## src/rtl/sensor_blank_seq_pkg.sv

```systemverilog
package sensor_blank_seq_pkg;

    typedef enum logic [2:0] {
        H_SHIFT,
        H_DUMMY,
        H_FRONT_OB,
        H_ACTIVE,
        H_BACK_OB,
        H_IDLE
    } hreg_e;

    typedef enum logic [1:0] {
        V_FRONT_OB,
        V_ACTIVE,
        V_BACK_OB,
        V_IDLE
    } vreg_e;

endpackage

```

## src/rtl/bseq_counter.sv

```systemverilog
module bseq_counter #(
    parameter int PIX_W  = 12,
    parameter int LINE_W = 12
) (
    input  logic              clk,
    input  logic              rst_n,
    input  logic              line_start,
    input  logic              frame_start,
    output logic              restart,
    output logic [PIX_W-1:0]  pix_q,
    output logic [PIX_W-1:0]  pix_nxt,
    output logic [LINE_W-1:0] line_q,
    output logic [LINE_W-1:0] line_nxt
);
    localparam logic [PIX_W-1:0]  PIX_MAX  = '1;
    localparam logic [LINE_W-1:0] LINE_MAX = '1;

    assign restart = line_start | frame_start;

    always_comb begin
        if (restart)
            pix_nxt = '0;
        else if (pix_q == PIX_MAX)
            pix_nxt = pix_q;
        else
            pix_nxt = pix_q + 1'b1;

        if (frame_start)
            line_nxt = '0;
        else if (line_start && line_q != LINE_MAX)
            line_nxt = line_q + 1'b1;
        else
            line_nxt = line_q;
    end

    always_ff @(posedge clk or negedge rst_n) begin
        if (!rst_n) begin
            pix_q  <= '0;
            line_q <= '0;
        end else begin
            pix_q  <= pix_nxt;
            line_q <= line_nxt;
        end
    end
endmodule

```

## src/rtl/bseq_region_fsm.sv

```systemverilog
module bseq_region_fsm
    import sensor_blank_seq_pkg::*;
#(
    parameter int PIX_W  = 12,
    parameter int LINE_W = 12
) (
    input  logic              clk,
    input  logic              rst_n,
    input  logic              restart,
    input  logic              frame_start,
    input  logic [PIX_W-1:0]  pix_nxt,
    input  logic [LINE_W-1:0] line_nxt,
    input  logic [PIX_W-1:0]  vshift_len,
    input  logic [PIX_W-1:0]  dummy_len,
    input  logic [PIX_W-1:0]  front_ob_pix,
    input  logic [PIX_W-1:0]  active_pix,
    input  logic [PIX_W-1:0]  back_ob_pix,
    input  logic [LINE_W-1:0] front_ob_lines,
    input  logic [LINE_W-1:0] active_lines,
    input  logic [LINE_W-1:0] back_ob_lines,
    output hreg_e             hstate,
    output vreg_e             vstate
);
    localparam int BW = PIX_W + 3;
    localparam int LW = LINE_W + 2;

    logic [BW-1:0] hb1, hb2, hb3, hb4, hb5, px;
    logic [LW-1:0] vb1, vb2, vb3, ln;
    hreg_e hdec, hnext;
    vreg_e vdec, vnext;

    // Region end boundaries along a line and down a frame
    assign hb1 = BW'(vshift_len);
    assign hb2 = hb1 + BW'(dummy_len);
    assign hb3 = hb2 + BW'(front_ob_pix);
    assign hb4 = hb3 + BW'(active_pix);
    assign hb5 = hb4 + BW'(back_ob_pix);
    assign px  = BW'(pix_nxt);

    assign vb1 = LW'(front_ob_lines);
    assign vb2 = vb1 + LW'(active_lines);
    assign vb3 = vb2 + LW'(back_ob_lines);
    assign ln  = LW'(line_nxt);

    always_comb begin
        if (px < hb1)      hdec = H_SHIFT;
        else if (px < hb2) hdec = H_DUMMY;
        else if (px < hb3) hdec = H_FRONT_OB;
        else if (px < hb4) hdec = H_ACTIVE;
        else if (px < hb5) hdec = H_BACK_OB;
        else               hdec = H_IDLE;

        if (ln < vb1)      vdec = V_FRONT_OB;
        else if (ln < vb2) vdec = V_ACTIVE;
        else if (ln < vb3) vdec = V_BACK_OB;
        else               vdec = V_IDLE;
    end

    // Horizontal transitions: leave a region at its end boundary
    always_comb begin
        hnext = hstate;
        unique case (hstate)
            H_SHIFT:    if (restart || px >= hb1) hnext = hdec;
            H_DUMMY:    if (restart || px >= hb2) hnext = hdec;
            H_FRONT_OB: if (restart || px >= hb3) hnext = hdec;
            H_ACTIVE:   if (restart || px >= hb4) hnext = hdec;
            H_BACK_OB:  if (restart || px >= hb5) hnext = hdec;
            H_IDLE:     if (restart)              hnext = hdec;
            default:    hnext = H_IDLE;
        endcase
    end

    // Vertical transitions: same scheme on line boundaries
    always_comb begin
        vnext = vstate;
        unique case (vstate)
            V_FRONT_OB: if (frame_start || ln >= vb1) vnext = vdec;
            V_ACTIVE:   if (frame_start || ln >= vb2) vnext = vdec;
            V_BACK_OB:  if (frame_start || ln >= vb3) vnext = vdec;
            V_IDLE:     if (frame_start)              vnext = vdec;
            default:    vnext = V_IDLE;
        endcase
    end

    always_ff @(posedge clk or negedge rst_n) begin
        if (!rst_n) begin
            hstate <= H_IDLE;
            vstate <= V_IDLE;
        end else begin
            hstate <= hnext;
            vstate <= vnext;
        end
    end
endmodule

```

## src/rtl/bseq_strobes.sv

```systemverilog
module bseq_strobes
    import sensor_blank_seq_pkg::*;
#(
    parameter int LINE_W = 12
) (
    input  logic              clk,
    input  logic              rst_n,
    input  hreg_e             hstate,
    input  vreg_e             vstate,
    input  logic [LINE_W-1:0] line_q,
    input  logic [LINE_W-1:0] mask_first,
    input  logic [LINE_W-1:0] mask_last,
    input  logic              pblk_en,
    output logic              clamp,
    output logic              blank_out,
    output logic              hblank
);
    logic masked;
    logic clamp_d, blank_d, hblank_d;

    always_comb begin
        masked   = (mask_first <= mask_last) &&
                   (line_q >= mask_first) && (line_q <= mask_last);
        clamp_d  = (hstate == H_BACK_OB) && !masked;
        hblank_d = (hstate == H_SHIFT);
        blank_d  = pblk_en && !((hstate == H_ACTIVE) && (vstate == V_ACTIVE));
    end

    always_ff @(posedge clk or negedge rst_n) begin
        if (!rst_n) begin
            clamp     <= 1'b0;
            blank_out <= 1'b0;
            hblank    <= 1'b0;
        end else begin
            clamp     <= clamp_d;
            blank_out <= blank_d;
            hblank    <= hblank_d;
        end
    end
endmodule

```

## src/rtl/sensor_blank_seq.sv

```systemverilog
module sensor_blank_seq
    import sensor_blank_seq_pkg::*;
#(
    parameter int PIX_W  = 12,
    parameter int LINE_W = 12
) (
    input  logic              clk,
    input  logic              rst_n,
    input  logic              line_start,
    input  logic              frame_start,
    input  logic              pblk_en,
    input  logic [PIX_W-1:0]  vshift_len,
    input  logic [PIX_W-1:0]  dummy_len,
    input  logic [PIX_W-1:0]  front_ob_pix,
    input  logic [PIX_W-1:0]  active_pix,
    input  logic [PIX_W-1:0]  back_ob_pix,
    input  logic [LINE_W-1:0] front_ob_lines,
    input  logic [LINE_W-1:0] active_lines,
    input  logic [LINE_W-1:0] back_ob_lines,
    input  logic [LINE_W-1:0] mask_first,
    input  logic [LINE_W-1:0] mask_last,
    output logic              clamp,
    output logic              blank_out,
    output logic              hblank,
    output logic [PIX_W-1:0]  pix_cnt,
    output logic [LINE_W-1:0] line_cnt
);
    logic              restart;
    logic [PIX_W-1:0]  pix_nxt;
    logic [LINE_W-1:0] line_nxt;
    hreg_e             hstate;
    vreg_e             vstate;

    bseq_counter #(.PIX_W(PIX_W), .LINE_W(LINE_W)) u_cnt (
        .clk         (clk),
        .rst_n       (rst_n),
        .line_start  (line_start),
        .frame_start (frame_start),
        .restart     (restart),
        .pix_q       (pix_cnt),
        .pix_nxt     (pix_nxt),
        .line_q      (line_cnt),
        .line_nxt    (line_nxt)
    );

    bseq_region_fsm #(.PIX_W(PIX_W), .LINE_W(LINE_W)) u_fsm (
        .clk            (clk),
        .rst_n          (rst_n),
        .restart        (restart),
        .frame_start    (frame_start),
        .pix_nxt        (pix_nxt),
        .line_nxt       (line_nxt),
        .vshift_len     (vshift_len),
        .dummy_len      (dummy_len),
        .front_ob_pix   (front_ob_pix),
        .active_pix     (active_pix),
        .back_ob_pix    (back_ob_pix),
        .front_ob_lines (front_ob_lines),
        .active_lines   (active_lines),
        .back_ob_lines  (back_ob_lines),
        .hstate         (hstate),
        .vstate         (vstate)
    );

    bseq_strobes #(.LINE_W(LINE_W)) u_str (
        .clk        (clk),
        .rst_n      (rst_n),
        .hstate     (hstate),
        .vstate     (vstate),
        .line_q     (line_cnt),
        .mask_first (mask_first),
        .mask_last  (mask_last),
        .pblk_en    (pblk_en),
        .clamp      (clamp),
        .blank_out  (blank_out),
        .hblank     (hblank)
    );
endmodule

```

## config.mk

```make
export PLATFORM = sky130hd
export DESIGN_NAME = sensor_blank_seq
export DESIGN_NICKNAME = d
export VERILOG_FILES = /design/src/rtl/sensor_blank_seq_pkg.sv /design/src/rtl/bseq_counter.sv /design/src/rtl/bseq_region_fsm.sv /design/src/rtl/bseq_strobes.sv /design/src/rtl/sensor_blank_seq.sv
export SDC_FILE = /design/constraint.sdc
export NUM_CORES = 1
export LEC_CHECK = 0
export ABC_CLOCK_PERIOD_IN_PS = 5700
export CAP_MARGIN = 10
export CORE_MARGIN = 2
export CORE_UTILIZATION = 35
export DETAILED_ROUTE_END_ITERATION = 10
export SLEW_MARGIN = 20
export SYNTH_ARGS = -nofsm -noshare
export SYNTH_HDL_FRONTEND = slang
export SYNTH_HIERARCHICAL = 1
export SYNTH_SLANG_ARGS = --single-unit
```

## constraint.sdc

```tcl
create_clock -name clk -period 5.7 [get_ports clk]
set_clock_uncertainty 0.1 [all_clocks]
set_input_delay 1.14 -clock clk [delete_from_list [all_inputs] [get_ports clk]]
set_output_delay 1.14 -clock clk [all_outputs]
set_load 0.02 [all_outputs]
```

==> run metrics <==
status finished, violations left; failing checks negative setup slack; RD Place Congestion 0.863; DRC viols 0; largest net degree at the start of global routing 33; Synth Area in Simple Gates 0.174; Startpoint Class input pin; grt ovf 0; Die W 158 um; cell row count 56; Layout area overhead 54.8%; Synth Area per Inst 7.97 um^2; WL/cell 15.0 um; Synth Warn # 6; # setup viols final 3; worst-path fanout max 3; Slowest cell on crit path o31ai_4; clk buf depth 2; sequential-to-total area share from yosys stat 0.0968; drt first pass iters 5; crit-path max cell delay 0.35 ns; Setup CP Type in2reg; total clock sinks 32; XOR/XNOR share of the synthesized area 0.0684; Post-Syn Instances 1045; Fmax achieved 149 MHz; Pleak 6.41 nW; root buf cell clkbuf_16; post-synthesis sequential element count 32; main combinational cell family by area after synthesis adder cells; Crit path required time 5.76 ns; Worst R2R Setup Slack 1.24 ns; Final ANT Viol Nets 0; Hold Path Origin u_fsm/vstate[0]; most frequent cells in the layout 246 x buf_4, 191 x ha_1, 135 x clkdlybuf4s50_1; vias in the first global route 8785; power per cell area 335 mW/mm^2; Die ar. 0.0250 mm^2; Netlist cell types 83; Top-Level Pins 152; initial core utilization 0.356; Rel. slew slack 0.486; CTS tree yes; post-layout minimum cycle time 6.70 ns; clk slew on worst S/H paths 0.05 ns; complex-gate fraction of the synthesized area 0.256; fin nets 1790; Worst VDD drop 251 uV; Fin. Hold Viols 0; total vias in the final route 9070; Post-synth top flop dfrtp_1; Placed Cells 1724; htree depth 2; drt via density 5.14; RSZ-0062 raised after global routing true; Layout Cells excl Fill 1765; post-route clock period utilization 1.18; initial antenna violation count 0; multiplexer area fraction after synthesis 0.00902; R2R Path End u_fsm/hstate[1]; Worst Setup End Kind register; Post-Place Cell Area 0.0119 mm^2; Total GRT Usage 0.207; Arr. time, crit path 6.76 ns; fin worst setup slack -1.00 ns; Place WS -1.97 ns; max cap viols 0; Slew Limit Fails 0; Die Y 158 um; fraction of registers with async set/reset 1.00; CTS buffer count 5; worst min-delay path endpoint u_fsm/vstate[0]; Synth Area in Adders 0.336; Core Box Area 0.0234 mm^2; most common cell after layout, fill and taps aside buf_4; hold buffers post-CTS 0; first-pass GRT wire length 41900 um; IO Port Bufs 151; reg2reg start u_cnt/pix_q[0]; wirelength, routed 26500 um; final-layout fill cell count 2243; hold depth 2; reg2reg path depth 16; finished layout cell area 0.0129 mm^2; share of layout cells above drive strength 1 0.284; Clock Latency Late Sink 0.28 ns; diode count 0; post-DP HPWL 22100 um; Post-synth EDFFs 0; Hold Path Class reg2reg; Worst Tran Pin Value 0.766 ns; Synth Net Count 1390; Hold Slack 0.457 ns; Syn Std Cell Area 0.00833 mm^2; Initial DRC Count 383
-- worst max-delay path: cells and delay by family --
family | cells | cell delay (ns)
AO/OA/AOI/OAI | 14 | 2.34
XOR/XNOR | 4 | 0.72
adder cells (fa/ha/maj) | 6 | 1.47
buffers and inverters | 3 | 0.26
multiplexers | 1 | 0.32
AND/OR/NAND/NOR | 4 | 0.48
-- Yosys cell counts (all sizes together), types with 4 or more instances --
master     n  share of area
o21ai     68          0.042
nor3      19          0.012
xnor2     43          0.045
nor2      79          0.036
a311oi     4         0.0042
xor2      22          0.023
o31ai      8         0.0084
o21bai    14          0.013
a41oi      4         0.0051
ha       214           0.32
dfstp      4          0.013
nor4       6         0.0063
a21oi     92          0.056
fa         6          0.014
a21o      35          0.032
nand4     33          0.027
nand2b    14          0.011
buf        4         0.0030
nand3     23          0.014
and3      11         0.0083
o211ai    10          0.010
inv      122          0.055
o41ai      5         0.0080
a2111oi    5         0.0075
nand2     46          0.021
a31oi     14          0.012
nor2b     21          0.016
mux2       4         0.0054
a211oi    11          0.012
o21a      19          0.017
or3        9         0.0069
dfrtp     28          0.084
-- cell families after synthesis --
logic type,Yosys count
AOI/OAI and AO/OA,314
and+or+nand+nor,279
adders and majority gates,220
buffers and inverters,128
xor gates and xnor gates,65
DFF,32
muxes,7
-- sequential cells by signal (all words and copies together) (netlist names) --
signal           count
u_str/clamp          1
u_fsm/vstate         2
u_str/blank_out      1
u_cnt/pix_q         12
u_cnt/line_q        12
u_str/hblank         1
u_fsm/hstate         3
-- where the power goes --
part | internal [mW] | total, mW | switching, mW | leakage, nW
logic | 2.05 | 3.82 | 1.77 | 5.91
registers | 0.230 | 0.234 | 0.00439 | 0.422
clock network | 0.161 | 0.264 | 0.103 | 0.0736
total | 2.44 | 4.32 | 1.88 | 6.41
-- what timing repair did --
| item | 4_1_cts | 5_1_grt |
|---|---|---|
| setup endpoints to repair | 5 | 5 |
| pin swaps | 68 | 68 |
| setup buffers | 22 | 11 |
| resized for setup | 81 | 58 |
-- area by class of cell --
cell class	count	area [um^2]	area share
multi-input cells	885	7710	0.598
repair buffers	399	3370	0.261
flip-flops and latches	32	806	0.0625
inverters	122	458	0.0355
well taps	319	399	0.0310
clock buffers	5	125	0.00971
clock inverters	3	18.8	0.00146
-- per-layer routing --
layer / GRT usage / vias up / share of wire
li1: - / 4655 / -
met4: 0.0455 / 0 / 0.019
met2: 0.373 / 239 / 0.48
met5: 0 / - / 0
met1: 0.269 / 4140 / 0.46
met3: 0.0137 / 36 / 0.046
-- worst max-delay path by stage --
stage                       start               to  slack, ns  cells after the start
floorplan           vshift_len[1]  u_fsm/hstate[1]      -0.94                     30
global placement    vshift_len[0]  u_fsm/hstate[1]      -1.84                     32
detailed placement  vshift_len[0]  u_fsm/hstate[1]      -1.97                     29
CTS                  dummy_len[0]  u_fsm/hstate[1]      -1.06                     31
global route        vshift_len[5]  u_fsm/hstate[1]      -1.29                     30
finish               dummy_len[0]  u_fsm/hstate[1]      -1.00                     32
-- per-stage QoR --
stage	power [mW]	utilization	setup TNS, ns
3_5_place_dp	3.53	0.511	-6.70
2_1_floorplan	2.21	-	-2.47
6_report	4.32	0.551	-2.87
3_3_place_gp	3.48	0.511	-6.29
4_1_cts	4.10	0.536	-3.05
5_1_grt	4.72	0.551	-3.80
No activity file was read; power rests on OpenSTA's default activity.
